===== src/rtl/me_full_search.sv =====
module me_full_search #(
  parameter int PW = 8,
  parameter int N  = 4,
  parameter int P  = 2
) (
  input  logic                                clk,
  input  logic                                rst_n,
  input  logic                                win_we,
  input  logic                                win_first,
  input  logic [PW-1:0]                       win_pix,
  input  logic                                ref_valid,
  input  logic                                ref_sob,
  input  logic [PW-1:0]                       ref_pix,
  output logic                                mv_valid,
  output logic signed [$clog2(P+1):0]         mv_dx,
  output logic signed [$clog2(P+1):0]         mv_dy,
  output logic [PW+$clog2(N*N)-1:0]           mv_sad
);
  localparam int D   = 2*P+1;
  localparam int NC  = D*D;
  localparam int W   = N+2*P;
  localparam int WN  = W*W;
  localparam int AW  = PW+$clog2(N*N);
  localparam int LW  = $clog2(NC+1);
  localparam int VW  = $clog2(P+1)+1;
  localparam int CW  = $clog2(N);
  localparam int WAW = $clog2(WN);
  localparam int MID = D*P+P;

  logic [PW-1:0]  win [WN];
  logic [WAW-1:0] wptr, waddr;
  logic [CW-1:0]  row_q, col_q, cur_r, cur_c;
  logic           done, last_col, last_px;
  logic [NC-1:0]  tk;
  logic [AW-1:0]  acc [NC];
  logic [AW-1:0]  dm  [NC];
  logic [LW-1:0]  lc  [NC];
  int             li;

  assign waddr = win_first ? '0 : wptr;

  always_ff @(posedge clk)
    if (win_we && (32'(waddr) < WN)) win[waddr] <= win_pix;

  always_ff @(posedge clk)
    if (!rst_n)      wptr <= '0;
    else if (win_we) wptr <= waddr + 1'b1;

  assign cur_r    = ref_sob ? '0 : row_q;
  assign cur_c    = ref_sob ? '0 : col_q;
  assign last_col = (cur_c == CW'(N-1));
  assign last_px  = last_col && (cur_r == CW'(N-1));

  always_ff @(posedge clk)
    if (!rst_n) begin
      row_q <= '0;
      col_q <= '0;
      done  <= 1'b0;
    end else begin
      done <= ref_valid && last_px;
      if (ref_valid) begin
        col_q <= last_col ? '0 : cur_c + 1'b1;
        row_q <= last_col ? cur_r + 1'b1 : cur_r;
      end
    end

  always_ff @(posedge clk)
    if (!rst_n) tk <= '0;
    else        tk <= {tk[NC-2:0], done};

  for (genvar i = 0; i < NC; i++) begin : g_pe
    localparam int OFF = (i / D) * W + (i % D);
    logic [WAW-1:0] yaddr;
    logic [PW-1:0]  ypix, ad;
    logic [AW-1:0]  din;
    logic [LW-1:0]  lin;
    logic           tin, take;

    assign yaddr = WAW'(int'(cur_r) * W + int'(cur_c) + OFF);
    assign ypix  = win[yaddr];
    assign ad    = (ref_pix > ypix) ? ref_pix - ypix : ypix - ref_pix;

    always_ff @(posedge clk)
      if (!rst_n)         acc[i] <= '0;
      else if (ref_valid) acc[i] <= (ref_sob ? '0 : acc[i]) + {{(AW-PW){1'b0}}, ad};

    if (i == 0) begin : g_head
      assign din = '1;
      assign lin = LW'(1);
      assign tin = done;
    end else begin : g_link
      assign din = dm[i-1];
      assign lin = lc[i-1];
      assign tin = tk[i-1];
    end

    if (i == MID) begin : g_mid
      assign take = (acc[i] <= din);
    end else begin : g_side
      assign take = (acc[i] < din);
    end

    always_ff @(posedge clk)
      if (!rst_n) begin
        dm[i] <= '1;
        lc[i] <= LW'(1);
      end else if (tin) begin
        dm[i] <= take ? acc[i] : din;
        lc[i] <= take ? LW'(i+1) : lin;
      end

    assert_chain_min_R4: assert property (@(posedge clk) disable iff (!rst_n)
      tk[i] |-> (dm[i] <= $past(din)) && (dm[i] <= $past(acc[i])));
  end

  assign mv_valid = tk[NC-1];
  assign mv_sad   = dm[NC-1];

  always_comb begin
    li    = int'(lc[NC-1]) - 1;
    mv_dx = VW'(li % D - P);
    mv_dy = VW'(li / D - P);
  end

  assert_sob_idle_R9: assert property (@(posedge clk) disable iff (!rst_n)
    ref_valid && ref_sob |-> !(done || (|tk)));

  assert_vec_range_R6: assert property (@(posedge clk) disable iff (!rst_n)
    mv_valid |-> (mv_dx >= -P) && (mv_dx <= P) && (mv_dy >= -P) && (mv_dy <= P));

  assert_valid_pulse_R7: assert property (@(posedge clk) disable iff (!rst_n)
    mv_valid |=> !mv_valid);

  assert_seed_beaten_R8: assert property (@(posedge clk) disable iff (!rst_n)
    mv_valid |-> mv_sad != '1);

  assert_token_single_R9: assert property (@(posedge clk) disable iff (!rst_n)
    $onehot0(tk));
endmodule


===== config.mk =====
export PLATFORM = sky130hd
export DESIGN_NAME = me_full_search
export DESIGN_NICKNAME = d
export VERILOG_FILES = /design/src/rtl/me_full_search.sv
export SDC_FILE = /design/constraint.sdc
export NUM_CORES = 2
export LEC_CHECK = 0
export BUFFER_PORTS_ARGS = -buffer_cell sky130_fd_sc_hd__buf_2
export CORE_UTILIZATION = 40
export CTS_CLUSTER_SIZE = 28
export DETAILED_ROUTE_END_ITERATION = 8
export SLEW_MARGIN = 30
export SYNTH_ARGS = -nofsm -noshare
export SYNTH_HDL_FRONTEND = slang
export SYNTH_SLANG_ARGS = --single-unit

===== constraint.sdc =====
create_clock -name clk -period 13.3 [get_ports clk]
set_input_delay 0 -clock clk [delete_from_list [all_inputs] [get_ports clk]]
set_output_delay 0 -clock clk [all_outputs]
set_load 0.1 [all_outputs]

Word level (Yosys, flattened, before mapping)
Memory sizes are Yosys's and may differ from the RTL's.
Cells that the tools add are included.
{"block": "word_totals", "regBits": 36, "memories": 4, "inputBits": 22, "word_cells": 506, "mem_bits_rw": 1237, "output_inout_bits": 19}
{"name": "win", "depth": 64, "width": 8, "read_ports": 25, "rd_ports_with_merged_regs": 0, "wr": 1, "line": "30", "rtl": "logic [PW-1:0] win [WN];"}
{"name": "acc", "depth": 25, "width": 12, "read_ports": 25, "rd_ports_with_merged_regs": 0, "wr": 25, "line": "35", "rtl": "logic [AW-1:0] acc [NC];"}
{"name": "dm", "depth": 25, "width": 12, "read_ports": 25, "rd_ports_with_merged_regs": 0, "wr": 25, "line": "36", "rtl": "logic [AW-1:0] dm [NC];"}
{"name": "lc", "depth": 25, "width": 5, "read_ports": 25, "rd_ports_with_merged_regs": 0, "wr": 25, "line": "37", "rtl": "logic [LW-1:0] lc [NC];"}
{"block": "classes", "div_mod_pow": 2, "n_reduce_logical": 2, "n_addsub": 106, "n_eq_ne": 2, "muxes": 260, "bitwise": 75, "magnitude_cmp": 50}
{"operator": "$mux 12", "n": 100}
{"operator": "$sub 8x8->8", "n": 50}
{"operator": "$add 12x8->12", "n": 25}
{"operator": "$lt 12x12->1", "n": 23}
{"operator": "$mux 5", "n": 49}
{"operator": "$gt 8x8->1", "n": 25}
{"operator": "$mux 8", "n": 25}
{"operator": "$add 6x6->6 const B", "n": 15}
{"operator": "$mux 1", "n": 81}
{"operator": "$or 1x1->1", "n": 75}
{"operator": "$div 32x4->32 const B", "n": 1}
{"operator": "$mod 32x4->32 const B", "n": 1}
{"operator": "$add 6x5->6 const B", "n": 5}
{"operator": "$add 6x3->6 const B", "n": 2}
{"operator": "$le 12x12->1", "n": 1}
{"operator": "$lt 12x12->1 const B", "n": 1}
{"operator": "$mux 2", "n": 4}
{"operator": "$add 5x2->6", "n": 1}
{"operator": "$add 6x1->6 const B", "n": 1}
{"operator": "$add 6x2->6 const B", "n": 1}
{"operator": "$add 6x4->6 const B", "n": 1}
{"operator": "$mux 6", "n": 1}
{"operator": "$sub 3x3->3 const B", "n": 2}
{"operator": "$sub 5x1->6 const B", "n": 1}
{"operator": "3 further kinds", "n": 6}

Logic depth before layout (Yosys ltp)
An unclocked memory read counts as a cell.
{"block": "logic_depth", "depth_word": 8, "mapped_depth": 32, "mapped_depth_nobuf": 26}

Worst setup path before layout
No wires, ideal clock.
{"block": "synth_path", "path_kind": "input -> register", "from": "input ref_valid", "to": "memory acc[0][0] (netlist name), enable pin", "path_slack_ns": 5.145, "path_stages": 2, "required_ns": 12.584, "setup_time_ns": 0.716, "arrival_ns": 7.439, "path_buffers": 1, "path_cell_list": "clkbuf_1 -> nand2b_1"}
{"item": "from (decl)", "line": "11", "rtl": "input logic ref_valid,"}
{"item": "to (decl)", "line": "35"}

==> impl_results.md <==
- Outcome: complete, but fails checks
- Failing checks: design-rule violations
- Gate family responsible for the most delay along the worst path: compound AO/OA/AOI/OAI gates
- Kind of launch point of the worst setup path: register
- Post-cts gate resize count: 0
- Number of violations of the max-capacitance limit: 0
- Count of fill cells added during filler insertion: ~22k
- Area occupied by registers: around 0.037 mm^2
- Cell at the slowest stage of the critical path: sky130_fd_sc_hd__ha_4
- Worst-skew pair later-pin latency: around 0.85 ns
- Wire length of the first global-routing pass: ~480000 um
- Slew at the pin with the worst max-slew slack: around 1.1 ns
- Fin. max-slew vios: 0
- Vias per std cell: 6.068
- Most area-consuming cells after synthesis: sky130_fd_sc_hd__edfxtp_1, sky130_fd_sc_hd__ha_1, sky130_fd_sc_hd__mux4_2, sky130_fd_sc_hd__mux2i_1, sky130_fd_sc_hd__o211ai_1
- Detailed Routing Iterations Pass 1: 9
- Portion of the post-synthesis area used by sequential elements: 0.3875
- DRC errors left: 24
- R2r endpoint: acc[11][11]
- Final estimated routing congestion in global placement: 1.008
- Hold-fix buffers at CTS: 17
- Total power divided by cell area: roughly 120 mW/mm^2
- Via count of the first global-routing pass: about 71k
- End of the critical path: acc[11][11]
- Worst setup path start: col_q[0]
- Post-synth ARST share: 0
- Final routed wire length divided by cell count: roughly 27 um
- Post-synthesis cell type with the largest combined area: sky130_fd_sc_hd__edfxtp_1
- Area added between synthesis and finish: 9.488%
- Placed wire-length estimate after detailed placement: around 240000 um
- Area of the mapped netlist: 0.09562 mm^2
- Startpoint of the lowest-slack hold path: win_first
- Hold Path Class: in -> reg
- Share of cells above drive strength 1: 0.1019
- Endpoint kind of the worst setup timing path: register
- CP Data Arrival Time: 9.62 ns
- Count of buffers added by post-CTS timing repair for setup: 0
- Die ar.: between 0.2 and 0.25 mm^2
- Mean instance size in the synthesized netlist: around 11 um^2
- Synth Register Bits: about 1.2k
- Number of buffers added on ports: 40
- Number of placement rows: ~180
- Ys flop type: sky130_fd_sc_hd__edfxtp_1
- Post-placement setup slack: around 4.4 ns
- Number of flops mapped to enable cells by yosys: 1210
- Final clock skew: 0.05478 ns
- Post-route cell area: between 0.1 and 0.15 mm^2
- Die Wd: 490.9 um
- Post-synthesis instance total: between 9k and 10k
- Share of the clock period used by the worst path after layout: 0.6825
- Leading cell type by number of instances after synthesis: sky130_fd_sc_hd__edfxtp_1
- Detail Route Antenna Nets: 0
- Clock root buffer: sky130_fd_sc_hd__clkbuf_16
- Achievable Freq: 110.2 MHz
- Worst setup path category: reg -> reg
- Number of warnings issued by yosys: 0
- Post-synth net total: between 9k and 10k
- Count of vias placed by the detailed router: about 74k
- H-tree lvl count: 4
- Initial antenna violation count: 21
- Reg2reg start: col_q[0]
- Number of unique standard cell types used by synthesis: 77
- Overflow after GRT: 0
- Data required time of the worst path: between 10 and 15 ns
- Clock-pin transition on the worst setup and hold timing paths: approximately 0.06 ns
- CP Depth: 25
- CTS Buffer Depth: 3
- Summed negative setup slack over all endpoints: 0 ns
- Area of the multi-input gates: roughly 0.054 mm^2
- Clock sink count: approximately 1.2k
- Setup repair after global routing missed its margin: false
- Worst path setup slack after routing: 4.223 ns
- Iteration-0 DRC count of the detailed router: around 8.5k
- Buffers and inverters on the worst path: 3
- Total GRT Usage: 0.2653
- Number of cells on the worst hold path: 4
- Worst path max stage delay: roughly 0.89 ns
- Detailed-route wire length: 326800 um
- Commonest cells in the synthesized netlist: sky130_fd_sc_hd__edfxtp_1, sky130_fd_sc_hd__ha_1, sky130_fd_sc_hd__inv_1
- Relative slew slack: 0.2711
- Area of the core: ~0.24 mm^2
- Vertical die dimension: just under 500 um
- I/O pin total: 41
- Placed Instance Area: a little under 0.1 mm^2
- Reg-to-reg slack, setup: between 4 and 5 ns
- Number of cells on the worst reg-to-reg path: 25
- Largest net degree at the start of global routing: between 100 and 150
- Max FO, Critical Path: 58
- Net count, final: slightly below 10k
- Starting density of the core: 0.4020
- Shortest period the worst path allows: a little over 9 ns
- CTS buffer count: about 150
- Fraction of post-synthesis cell area in the top cell type by area: 0.3800
- Number of hold-slack violations in the final timing report: 0
- Count of endpoints failing setup in the final report: 0
- Maximum vdd ir drop: ~0.11 mV
- TritonCTS clock tree: built
- Static Leakage: about 0.043 uW
==> power by group <==
group	leakage (uW)	switching (uW)	internal, uW
registers	0.0113	168	4480
clock network	0.00251	1820	2570
logic	0.0289	1850	1170
total	0.0427	3840	8230
==> layout by cell type, fill, tap and decap left out, types with 122 or more instances in the layout <==
| cell type | count |
|---|---|
| sky130_fd_sc_hd__a21o_1 | 122 |
| sky130_fd_sc_hd__inv_1 | 791 |
| sky130_fd_sc_hd__edfxtp_1 | 1210 |
| sky130_fd_sc_hd__mux2i_1 | 547 |
| sky130_fd_sc_hd__nor2_1 | 494 |
| sky130_fd_sc_hd__clkbuf_16 | 150 |
| sky130_fd_sc_hd__mux4_2 | 336 |
| sky130_fd_sc_hd__a21oi_1 | 561 |
| sky130_fd_sc_hd__nor2b_1 | 304 |
| sky130_fd_sc_hd__nand2_1 | 661 |
| sky130_fd_sc_hd__ha_1 | 875 |
| sky130_fd_sc_hd__o21a_1 | 142 |
| sky130_fd_sc_hd__xnor2_1 | 267 |
| sky130_fd_sc_hd__o21ai_0 | 384 |
| sky130_fd_sc_hd__o211ai_1 | 553 |
==> layout make-up <==
| class | instances | area share |
|---|---|---|
| Antenna cell | 9 | 0.0002151 |
| Clock buffer | 177 | 0.03768 |
| Clock inverter | 92 | 0.01215 |
| Inverter | 797 | 0.02878 |
| Multi-Input combinational cell | 6498 | 0.5160 |
| Sequential cell | 1246 | 0.3539 |
| Tap cell | 3167 | 0.03785 |
| Timing Repair Buffer | 177 | 0.01337 |
==> how the worst min path moves through the flow <==
stage / slack, ns / end
2_1_floorplan: 0.1 / win[0][0]
3_3_place_gp: 0.25 / win[31][0]
3_5_place_dp: 0.25 / win[28][0]
4_1_cts: 0.16 / wptr[4]
5_1_grt: 0.21 / win[28][6]
6_report: 0.21 / wptr[4]
==> flip-flops by register name, summed over array words and instances (netlist names) <==
name   flops
col_q      2
row_q      2
tk        25
win      512
dm       300
done       1
wptr       6
acc      300
lc        98
==> cell families after synthesis <==
group                    Yosys count  share of synthesized area
AO/OA/AOI/OAI                   2275                     0.1581
AND/OR/NAND/NOR                 2008                     0.1006
buffers and inverters           1263                    0.05085
flip-flops                      1246                     0.3875
adder cells (fa/ha/maj)          954                     0.1307
multiplexers                     929                     0.1418
XOR/XNOR                         332                    0.03041
==> per-layer routing <==
layer  part of all wire  wire length [um]  up-vias  track usage
met5            0.00029                94        -            0
met4              0.057             18610       14       0.1358
met3              0.090             29330      697      0.06001
met2               0.44            143200     3399       0.4049
met1               0.41            135500    36535       0.3519
li1                   -                 -    33165            -
==> per-stage QoR <==
stage / utilization / cells / power [uW] / hold slack [ns]
3_5_place_dp: 0.4169 / 11865 / 7685 / 0.2455
4_1_cts: 0.4396 / 12151 / 12080 / 0.1565
2_1_floorplan: - / 9007 / 6822 / 0.09887
3_3_place_gp: 0.4163 / 11863 / 7620 / 0.2465
5_1_grt: 0.4401 / 12161 / 12550 / 0.2120
6_report: 0.4402 / 12163 / 12070 / 0.2140
==> tightest hold or removal path, delay by kind of cell <==
family / cells / cell delay (ns)
compound gates: 1 / 0.13
simple gates: 1 / 0.13
buf+inv: 2 / 0.73
No activity file was read; power rests on OpenSTA's default activity.
